`src/rtl/pcc_pkg.sv`:
```
package pcc_pkg;
  localparam logic [3:0] PCC_MODE_QUAD4  = 4'd4;
  localparam logic [3:0] PCC_MODE_PULSE  = 4'd5;
  localparam logic [3:0] PCC_MODE_QUAD2B = 4'd7;

  localparam int PCC_REG_CTRL  = 0;
  localparam int PCC_REG_MODE  = 1;
  localparam int PCC_REG_CEIL  = 2;
  localparam int PCC_REG_COUNT = 3;
  localparam int PCC_REG_STAT  = 4;

  localparam int PCC_DIR_BIT   = 7;
  localparam int PCC_MODE_W    = 4;
endpackage

```
`src/rtl/pcc_sync.sv`:
```
module pcc_sync #(
  parameter int WIDTH  = 2,
  parameter int STAGES = 2
) (
  input  logic             clk,
  input  logic             rst,
  input  logic [WIDTH-1:0] din,
  output logic [WIDTH-1:0] dout
);
  logic [WIDTH-1:0] chain [STAGES];

  generate
    for (genvar s = 0; s < STAGES; s++) begin : g_stage
      if (s == 0) begin : g_first
        always_ff @(posedge clk) begin
          if (rst) chain[0] <= '0;
          else     chain[0] <= din;
        end
      end else begin : g_next
        always_ff @(posedge clk) begin
          if (rst) chain[s] <= '0;
          else     chain[s] <= chain[s-1];
        end
      end
    end
  endgenerate

  assign dout = chain[STAGES-1];
endmodule

```
`src/rtl/pcc_decode.sv`:
```
module pcc_decode
  import pcc_pkg::*;
(
  input  logic                  clk,
  input  logic                  rst,
  input  logic [PCC_MODE_W-1:0] mode,
  input  logic                  a,
  input  logic                  b,
  output logic                  step,
  output logic                  up
);
  logic a_prev, b_prev;
  logic a_chg, b_chg, quad_up;

  always_ff @(posedge clk) begin
    if (rst) begin
      a_prev <= 1'b0;
      b_prev <= 1'b0;
    end else begin
      a_prev <= a;
      b_prev <= b;
    end
  end

  assign a_chg   = a ^ a_prev;
  assign b_chg   = b ^ b_prev;
  // For a single-input change, A leading B gives new A differing from old B.
  assign quad_up = a ^ b_prev;

  always_comb begin
    step = 1'b0;
    up   = 1'b0;
    case (mode)
      PCC_MODE_QUAD4: begin
        step = a_chg ^ b_chg;
        up   = quad_up;
      end
      PCC_MODE_PULSE: begin
        step = a & ~a_prev;
        up   = b;
      end
      PCC_MODE_QUAD2B: begin
        step = b_chg & ~a_chg;
        up   = quad_up;
      end
      default: begin
        step = 1'b0;
        up   = 1'b0;
      end
    endcase
  end

  p_quad_double_r3: assert property (@(posedge clk) disable iff (rst)
    ((mode == PCC_MODE_QUAD4 || mode == PCC_MODE_QUAD2B) && (a != a_prev) && (b != b_prev)) |-> !step);

  p_pulse_rise_r4: assert property (@(posedge clk) disable iff (rst)
    (mode == PCC_MODE_PULSE && step) |-> (a && !a_prev));

  p_x2_ignore_a_r5: assert property (@(posedge clk) disable iff (rst)
    (mode == PCC_MODE_QUAD2B && (a != a_prev)) |-> !step);

  p_unlisted_hold_r10: assert property (@(posedge clk) disable iff (rst)
    (mode != PCC_MODE_QUAD4 && mode != PCC_MODE_PULSE && mode != PCC_MODE_QUAD2B) |-> !step);
endmodule

```
`src/rtl/pcc_core.sv`:
```
module pcc_core #(
  parameter int CNT_W = 16
) (
  input  logic             clk,
  input  logic             rst,
  input  logic             enable,
  input  logic             step,
  input  logic             up,
  input  logic [CNT_W-1:0] ceiling,
  input  logic             sw_wr,
  input  logic [CNT_W-1:0] sw_val,
  output logic [CNT_W-1:0] count,
  output logic             dir_up
);
  logic take;
  assign take = enable & step & ~sw_wr;

  always_ff @(posedge clk) begin
    if (rst) begin
      count  <= '0;
      dir_up <= 1'b0;
    end else if (sw_wr) begin
      count <= sw_val;
    end else if (take) begin
      dir_up <= up;
      if (up) count <= (count == ceiling) ? '0 : count + 1'b1;
      else    count <= (count == '0) ? ceiling : count - 1'b1;
    end
  end

  p_dir_flag_r6: assert property (@(posedge clk) disable iff (rst)
    (enable && step && !sw_wr) |=> (dir_up == $past(up)));

  p_clear_at_ceiling_r7: assert property (@(posedge clk) disable iff (rst)
    (enable && step && up && !sw_wr && count == ceiling) |=> (count == '0));

  p_wrap_from_zero_r8: assert property (@(posedge clk) disable iff (rst)
    (enable && step && !up && !sw_wr && count == '0) |=> (count == $past(ceiling)));

  p_hold_disabled_r9: assert property (@(posedge clk) disable iff (rst)
    (!enable && !sw_wr) |=> $stable(count));

  p_sw_wins_r11: assert property (@(posedge clk) disable iff (rst)
    sw_wr |=> (count == $past(sw_val)));
endmodule

```
`src/rtl/pcc_channel.sv`:
```
module pcc_channel
  import pcc_pkg::*;
#(
  parameter int CNT_W       = 16,
  parameter int ADDR_W      = 3,
  parameter int SYNC_STAGES = 2
) (
  input  logic              clk,
  input  logic              rst,
  input  logic              phase_a,
  input  logic              phase_b,
  input  logic              wr_en,
  input  logic [ADDR_W-1:0] wr_addr,
  input  logic [CNT_W-1:0]  wr_data,
  input  logic [ADDR_W-1:0] rd_addr,
  output logic [CNT_W-1:0]  rd_data,
  output logic [CNT_W-1:0]  count_o,
  output logic              up_flag_o
);
  localparam logic [ADDR_W-1:0] A_CTRL  = ADDR_W'(PCC_REG_CTRL);
  localparam logic [ADDR_W-1:0] A_MODE  = ADDR_W'(PCC_REG_MODE);
  localparam logic [ADDR_W-1:0] A_CEIL  = ADDR_W'(PCC_REG_CEIL);
  localparam logic [ADDR_W-1:0] A_COUNT = ADDR_W'(PCC_REG_COUNT);
  localparam logic [ADDR_W-1:0] A_STAT  = ADDR_W'(PCC_REG_STAT);

  logic                  en_q;
  logic [PCC_MODE_W-1:0] mode_q;
  logic [CNT_W-1:0]      ceil_q;
  logic [1:0]            ph_sync;
  logic                  dec_step, dec_up;
  logic                  cnt_wr;
  logic [CNT_W-1:0]      count_w;
  logic                  dir_w;
  logic [CNT_W-1:0]      stat_w;
  logic [CNT_W-1:0]      rd_mux;

  always_ff @(posedge clk) begin
    if (rst) begin
      en_q   <= 1'b0;
      mode_q <= PCC_MODE_QUAD4;
      ceil_q <= '1;
    end else if (wr_en) begin
      if (wr_addr == A_CTRL) en_q   <= wr_data[0];
      if (wr_addr == A_MODE) mode_q <= wr_data[PCC_MODE_W-1:0];
      if (wr_addr == A_CEIL) ceil_q <= wr_data;
    end
  end

  assign cnt_wr = wr_en & (wr_addr == A_COUNT);

  pcc_sync #(.WIDTH(2), .STAGES(SYNC_STAGES)) u_sync (
    .clk (clk),
    .rst (rst),
    .din ({phase_a, phase_b}),
    .dout(ph_sync)
  );

  pcc_decode u_dec (
    .clk (clk),
    .rst (rst),
    .mode(mode_q),
    .a   (ph_sync[1]),
    .b   (ph_sync[0]),
    .step(dec_step),
    .up  (dec_up)
  );

  pcc_core #(.CNT_W(CNT_W)) u_core (
    .clk    (clk),
    .rst    (rst),
    .enable (en_q),
    .step   (dec_step),
    .up     (dec_up),
    .ceiling(ceil_q),
    .sw_wr  (cnt_wr),
    .sw_val (wr_data),
    .count  (count_w),
    .dir_up (dir_w)
  );

  always_comb begin
    stat_w = '0;
    stat_w[PCC_DIR_BIT] = dir_w;
  end

  always_comb begin
    case (rd_addr)
      A_CTRL:  rd_mux = {{(CNT_W-1){1'b0}}, en_q};
      A_MODE:  rd_mux = {{(CNT_W-PCC_MODE_W){1'b0}}, mode_q};
      A_CEIL:  rd_mux = ceil_q;
      A_COUNT: rd_mux = count_w;
      A_STAT:  rd_mux = stat_w;
      default: rd_mux = '0;
    endcase
  end

  always_ff @(posedge clk) begin
    if (rst) rd_data <= '0;
    else     rd_data <= rd_mux;
  end

  assign count_o   = count_w;
  assign up_flag_o = dir_w;

  p_reset_state_r1: assert property (@(posedge clk)
    $past(rst) |-> (count_o == '0 && !up_flag_o && mode_q == PCC_MODE_QUAD4 && ceil_q == '1));

  p_read_latency_r13: assert property (@(posedge clk) disable iff (rst)
    (rd_addr == A_CEIL && !(wr_en && wr_addr == A_CEIL)) |=> (rd_data == ceil_q));
endmodule

```
`config.mk`:
```
export PLATFORM = sky130hd
export DESIGN_NAME = pcc_channel
export DESIGN_NICKNAME = d
export VERILOG_FILES = /design/src/rtl/pcc_pkg.sv /design/src/rtl/pcc_sync.sv /design/src/rtl/pcc_decode.sv /design/src/rtl/pcc_core.sv /design/src/rtl/pcc_channel.sv
export SDC_FILE = /design/constraint.sdc
export NUM_CORES = 1
export LEC_CHECK = 0
export BUFFER_PORTS_ARGS = -buffer_cell sky130_fd_sc_hd__buf_4
export CORE_MARGIN = 4
export CORE_UTILIZATION = 55
export CTS_CLUSTER_DIAMETER = 30
export DETAILED_ROUTE_END_ITERATION = 8
export GPL_TIMING_DRIVEN = 0
export PLACE_DENSITY = 0.78
export REMOVE_ABC_BUFFERS = 1
export SYNTH_ARGS = -nofsm -noshare
export SYNTH_HDL_FRONTEND = slang
export SYNTH_SLANG_ARGS = --single-unit
```
`constraint.sdc`:
```
create_clock -name clk -period 3.7 [get_ports clk]
set_clock_uncertainty 0.15 [all_clocks]
set_input_delay 0.37 -clock clk [delete_from_list [all_inputs] [get_ports clk]]
set_output_delay 0.37 -clock clk [all_outputs]
set_load 0.01 [all_outputs]
```
# Yosys cells after proc, flatten, opt, wreduce, memory -nomap -nowiden
# Memories as Yosys holds them, arrays and structs flattened.
# Cells that the tools add are included.
# word_totals
register_bits	56
ramBits	4
in_bits	27
output_inout_bits	33
elab_cells	58
n_memories	1
# op_classes
add_sub_neg	2
eq_ne	11
mux	13
n_bitwise	14
n_reduce_logical	9
# mem_list
name	depth	word_bits	rd	rd_clocked_by_memory_dff	wr	line	source
u_sync.chain	2	2	2	0	2	pcc_sync.sv:10	logic [WIDTH-1:0] chain [STAGES];
# op_table
op	n
$mux 16	5
$pmux 16 s5	1
$add 16x1->16 const B	1
$eq 16x16->1	1
$logic_not 16->1	1
$sub 16x1->16 const B	1
$eq 3x2->1 const B	4
$eq 4x3->1 const B	3
$reduce_and 2->1	4
$eq 3x1->1 const B	2
$logic_not 3->1	2
$and 1x1->1	5
$mux 2	2
$xor 1x1->1	4
$eq 3x3->1 const B	1
$mux 1	3
$not 1->1	3
$pmux 1 s3	1
$or 1x1->1	2
$pmux 1 s2	1
$reduce_bool 2->1	1
$reduce_or 2->1	1

# Depth between registers and ports, before layout
# An unclocked memory read counts as a cell.
# depth
word_depth	9
ltp_mapped	9

# By module
# A second synthesis with hierarchy kept.
# unflattened
hier_cells	423
hier_area_um2	3698.5
# modules_own_cells
module	instances	cells_per_inst	area_each_um2	seq_area_each_um2
pcc_core	1	247	1875.5	340.3
pcc_channel	1	149	1556.5	740.7
pcc_decode	1	19	161.4	40.0
pcc_sync	1	8	105.1	80.1

# Least setup slack after synthesis
# Ideal clock, no wire load.
# synth_path
kind	flip-flop to flip-flop
start	register u_dec.a_prev
end	register u_core.count[11]
setup_time_ns	0.079
t_arrival_ns	2.350
required_time_ns	3.471
setup_slack_ns	1.121
path_stages_with_launch	10
path_buffers	1
path_cell_list	dfxtp_1 > inv_1 > ha_1 > ha_1 > o21ba_2 > a2111oi_4 > dlygate4sd1_1 > nand2_1 > a2111o_1 > o211ai_1
# synth_via
elab_chain_len	7
word_cells_on_any_way	10
# synth_lines
item	line	source
from (decl)	pcc_decode.sv:12	logic a_prev, b_prev;
from (signal assigned)	pcc_decode.sv:17	a_prev <= 1'b0;
from (signal assigned)	pcc_decode.sv:20	a_prev <= a;
$xor 1x1->1	pcc_decode.sv:25	assign a_chg = a ^ a_prev;
$not 1->1	pcc_decode.sv:43	step = b_chg & ~a_chg;
$and 1x1->1	pcc_decode.sv:43	
$pmux 1 s3 *	pcc_decode.sv:33	case (mode)
$and 1x1->1 * (2 in a row)	pcc_core.sv:16	assign take = enable & step & ~sw_wr;
$reduce_bool 2->1 (no source line) *	n/a	
to (signal assigned)	pcc_core.sv:23	count <= sw_val;
to (signal assigned)	pcc_core.sv:26	if (up) count <= (count == ceiling) ? '0 : count + 1'b1;
to (signal assigned)	pcc_core.sv:27	else count <= (count == '0) ? ceiling : count - 1'b1;
to (decl)	pcc_core.sv:12	output logic [CNT_W-1:0] count,
# Mark *: on every way between the ends. The rest lies on a longest branch, timed or not.
# A chain may end at the register's enable or synchronous reset.

# Final worst setup path
# layout_path
start	register u_dec.a_prev
end	register u_core.count[9]
# The elaborated chain is that of the path after synthesis.

==> metrics.txt <==
# rows=29; Clock power frac=43.5%; final WL=9710 um; crit-path max cell delay=1.00 ns; router iterations before antenna repair=4; Post-synth ARST share=0%; f_max=285 MHz; final hold violations=0; WL/cell=between 15 and 20 um; Combinational Power Share=16.0%; Design Power=1720 uW; worst r2r path cells=8; Sw Pwr=467 uW; worst reg2reg endpoint=u_core.count[9]; crit-path max FO=18; Cell Area, Synth=0.00370 mm2; RSZ-0062 raised after global routing=no; clock slew at reported path FFs=0.08 ns; CTS Buf Count=9; post-cts resize count=0; GRT busiest layer=met2; H-tree depth=3; crit path from=u_dec.a_prev; Synth Register Bits=60; initial core utilization=about 57%; Max clock buf depth=2; Final #Nets=493; CP Data Required Time=3.81 ns; r2r setup slk=between 0.15 and 0.2 ns; worst hold path type=input pin to register; Slowest cell on crit path=a2111oi_4; global-route wire length before repair=16000 um; cells after synthesis=between 400 and 500; synth unique cells=61; Die ar.=0.00811 mm2; pre-CTS setup slack=0.283 ns; Slew @ Worst Pin=1.20 ns; CTS Sinks=60; Routed Antenna Nets=0; fin crit period=between 3 and 4 ns; count leader, synth=dfxtp_1; M3 GR Usage=5.51%; Main synth FF type=dfxtp_1; register area share after synthesis=around a third; Tot GR Track Use=24.2%; HPWL after DPL=6540 um; drt initial violations=between 200 and 300; core area=0.00646 mm2; top cells by count, synth=dfxtp_1 (60), nand2_1 (41), xor2_1 (30); Synth top area share=32.5%; CP most frequent cell=ha_1; Die X=90.0 um; fillers=535; top post-synthesis cells by area=dfxtp_1 (32%), xor2_1 (7.1%), mux2i_1 (7.0%), nand2_1 (4.2%), nor2b_1 (4.1%); Worst-Skew Late Latency=0.35 ns; initial antenna violation count=0; Flop pwr share=approximately 40%; synth warn=0; Pwr per Cell Area=~390 mW/mm2; Final period util=94.9%; share of layout cells above drive strength 1=20.4%; gpl congestion=0.918; r2r startpoint=u_dec.a_prev; final instance area=between 0.004 and 0.005 mm2; post-CTS setup buffer count=0; grt met1 use=32.2%; Pint=1250 uW; nature of the critical path endpoint=register; final worst setup slack=0.190 ns; buffers added on ports=59; Peak VDD IR=approximately 0.26 mV; area leader, netlist=dfxtp_1; maxcap violations=0; Post-synth EDFFs=0; worst rel slew slack=20.3%; Slew Viols, Final=0; Post-CTS Hold Buffers=0; crit start category=register; status=completed; kind of critical path=register to register; Ports=60; GRT overflow=0; via count=roughly 3300; largest net degree at the start of global routing=52; crit path to=u_core.count[9]; CP cell instances=inv_1 -> ha_1 -> ha_1 -> o21ba_2 -> a2111oi_4 -> nor3b_4 -> nand3_4 -> o221ai_1; Layout area overhead=17.4%; Mapped Avg Cell Area=8.63 um2; DR vias/cell=5.99; met2 Use GR=39.2%; LEAKAGE=approximately 0.0017 uW; DRC errors left=0; vias in the first global route=3118; die height=90.0 um; CTS tree=yes; critical path arrival=~3.6 ns; Ant. Diodes=0; switch share=a little over a quarter; Final setup viols=0; Area after DPL=0.00410 mm2; Clock Tree Root=clkbuf_8
[worst max-delay path: cells and delay by family, from the launching register on]
kind | cells | cell delay [ns]
AO/OA/AOI/OAI | 3 | 1.48
adder cells (fa/ha/maj) | 2 | 0.56
buffers and inverters | 1 | 0.04
flip-flops | 1 | 0.31
AND/OR/NAND/NOR | 2 | 0.88
[final cells by class]
type | count | area, um2 | share of cell area, %
Tap cell | 77 | 96.3 | 2.22
Sequential cell | 60 | 1200 | 27.6
Timing Repair Buffer | 60 | 458 | 10.5
Inverter | 9 | 33.8 | 0.777
Clock buffer | 9 | 124 | 2.85
Clock inverter | 7 | 124 | 2.85
Multi-Input combinational cell | 321 | 2310 | 53.1
[worst min path at each step]
stage | startpoint | endpoint | slack, ns | depth (start not counted)
4_1_cts | rd_addr[2] | rd_data[1] | 0.07 | 2
3_5_place_dp | u_sync.chain[0][1] | u_sync.chain[1][1] | 0.28 | 1
6_report | rd_addr[2] | rd_data[1] | 0.08 | 2
2_1_floorplan | u_sync.chain[0][0] | u_sync.chain[1][0] | 0.26 | 1
3_3_place_gp | u_sync.chain[0][1] | u_sync.chain[1][1] | 0.27 | 1
5_1_grt | rd_addr[2] | rd_data[2] | 0.08 | 2
[stage by stage]
| stage | std cells | hold slack, ns | utilization [%] | TNS (ns) |
|---|---|---|---|---|
| final | 543 | 0.0780 | 67.3 | 0 |
| after global routing | 543 | 0.0782 | 67.3 | 0 |
| after CTS | 543 | 0.0727 | 67.3 | 0 |
| after detailed placement | 527 | 0.278 | 63.4 | 0 |
| after global placement | 526 | 0.266 | 63.0 | -19.13 |
| after floorplan | 390 | 0.264 | - | 0 |
[power groups by stage]
stage               clock, uW  combinational, uW  sequential (uW)
global placement            0                265              709
floorplan                   0                172              707
detailed placement          0                272              709
CTS                       748                274              695
finish                    746                275              695
global route              784                299              699
[cells in the final DEF, fill, tap and decap left out, drive strengths merged, types with 2 or more instances in the layout]
| cell type | instances |
|---|---|
| o211ai | 7 |
| xor2 | 30 |
| xnor2 | 10 |
| ha | 5 |
| a22oi | 3 |
| nor4 | 9 |
| o31ai | 5 |
| nor2b | 24 |
| mux2i | 26 |
| and2 | 3 |
| buf | 60 |
| nor4bb | 2 |
| nand2 | 43 |
| o2111ai | 2 |
| nand4b | 2 |
| or3 | 4 |
| dfxtp | 60 |
| a21oi | 3 |
| inv | 10 |
| o21ai | 14 |
| and3 | 5 |
| nand3 | 9 |
| nor3b | 2 |
| clkinv | 2 |
| clkbuf | 9 |
| nor2 | 28 |
| nor3 | 8 |
| o221ai | 10 |
| or4 | 3 |
| bufinv | 3 |
| a211o | 17 |
| nor4b | 3 |
| nand4 | 4 |
| mux2 | 4 |
| nand2b | 18 |
[layer usage]
metal  routed length, um  share of wire, %  up-vias
met4                 155               1.6        0
met2                4550                47      103
met5                   0                 0        -
met3                 639               6.6       15
met1                4370                45     1541
li1                    -                 -     1593
[sequential cells by signal (all words and copies together) (netlist names)]
| signal | flops |
|---|---|
| mode_q | 4 |
| u_dec.b_prev | 1 |
| u_sync.chain | 4 |
| u_core.dir_up | 1 |
| rd_data | 16 |
| en_q | 1 |
| u_core.count | 16 |
| ceil_q | 16 |
| u_dec.a_prev | 1 |
[logic make-up after synthesis]
group                      share of synthesized area, %
adders and majority gates                          1.69
DFF                                                32.5
AOI/OAI and AO/OA                                  16.0
muxes                                              8.86
xor gates and xnor gates                           9.47
buffers and inverters                              5.58
and+or+nand+nor                                    25.9
(Power assumes the default switching activity.)
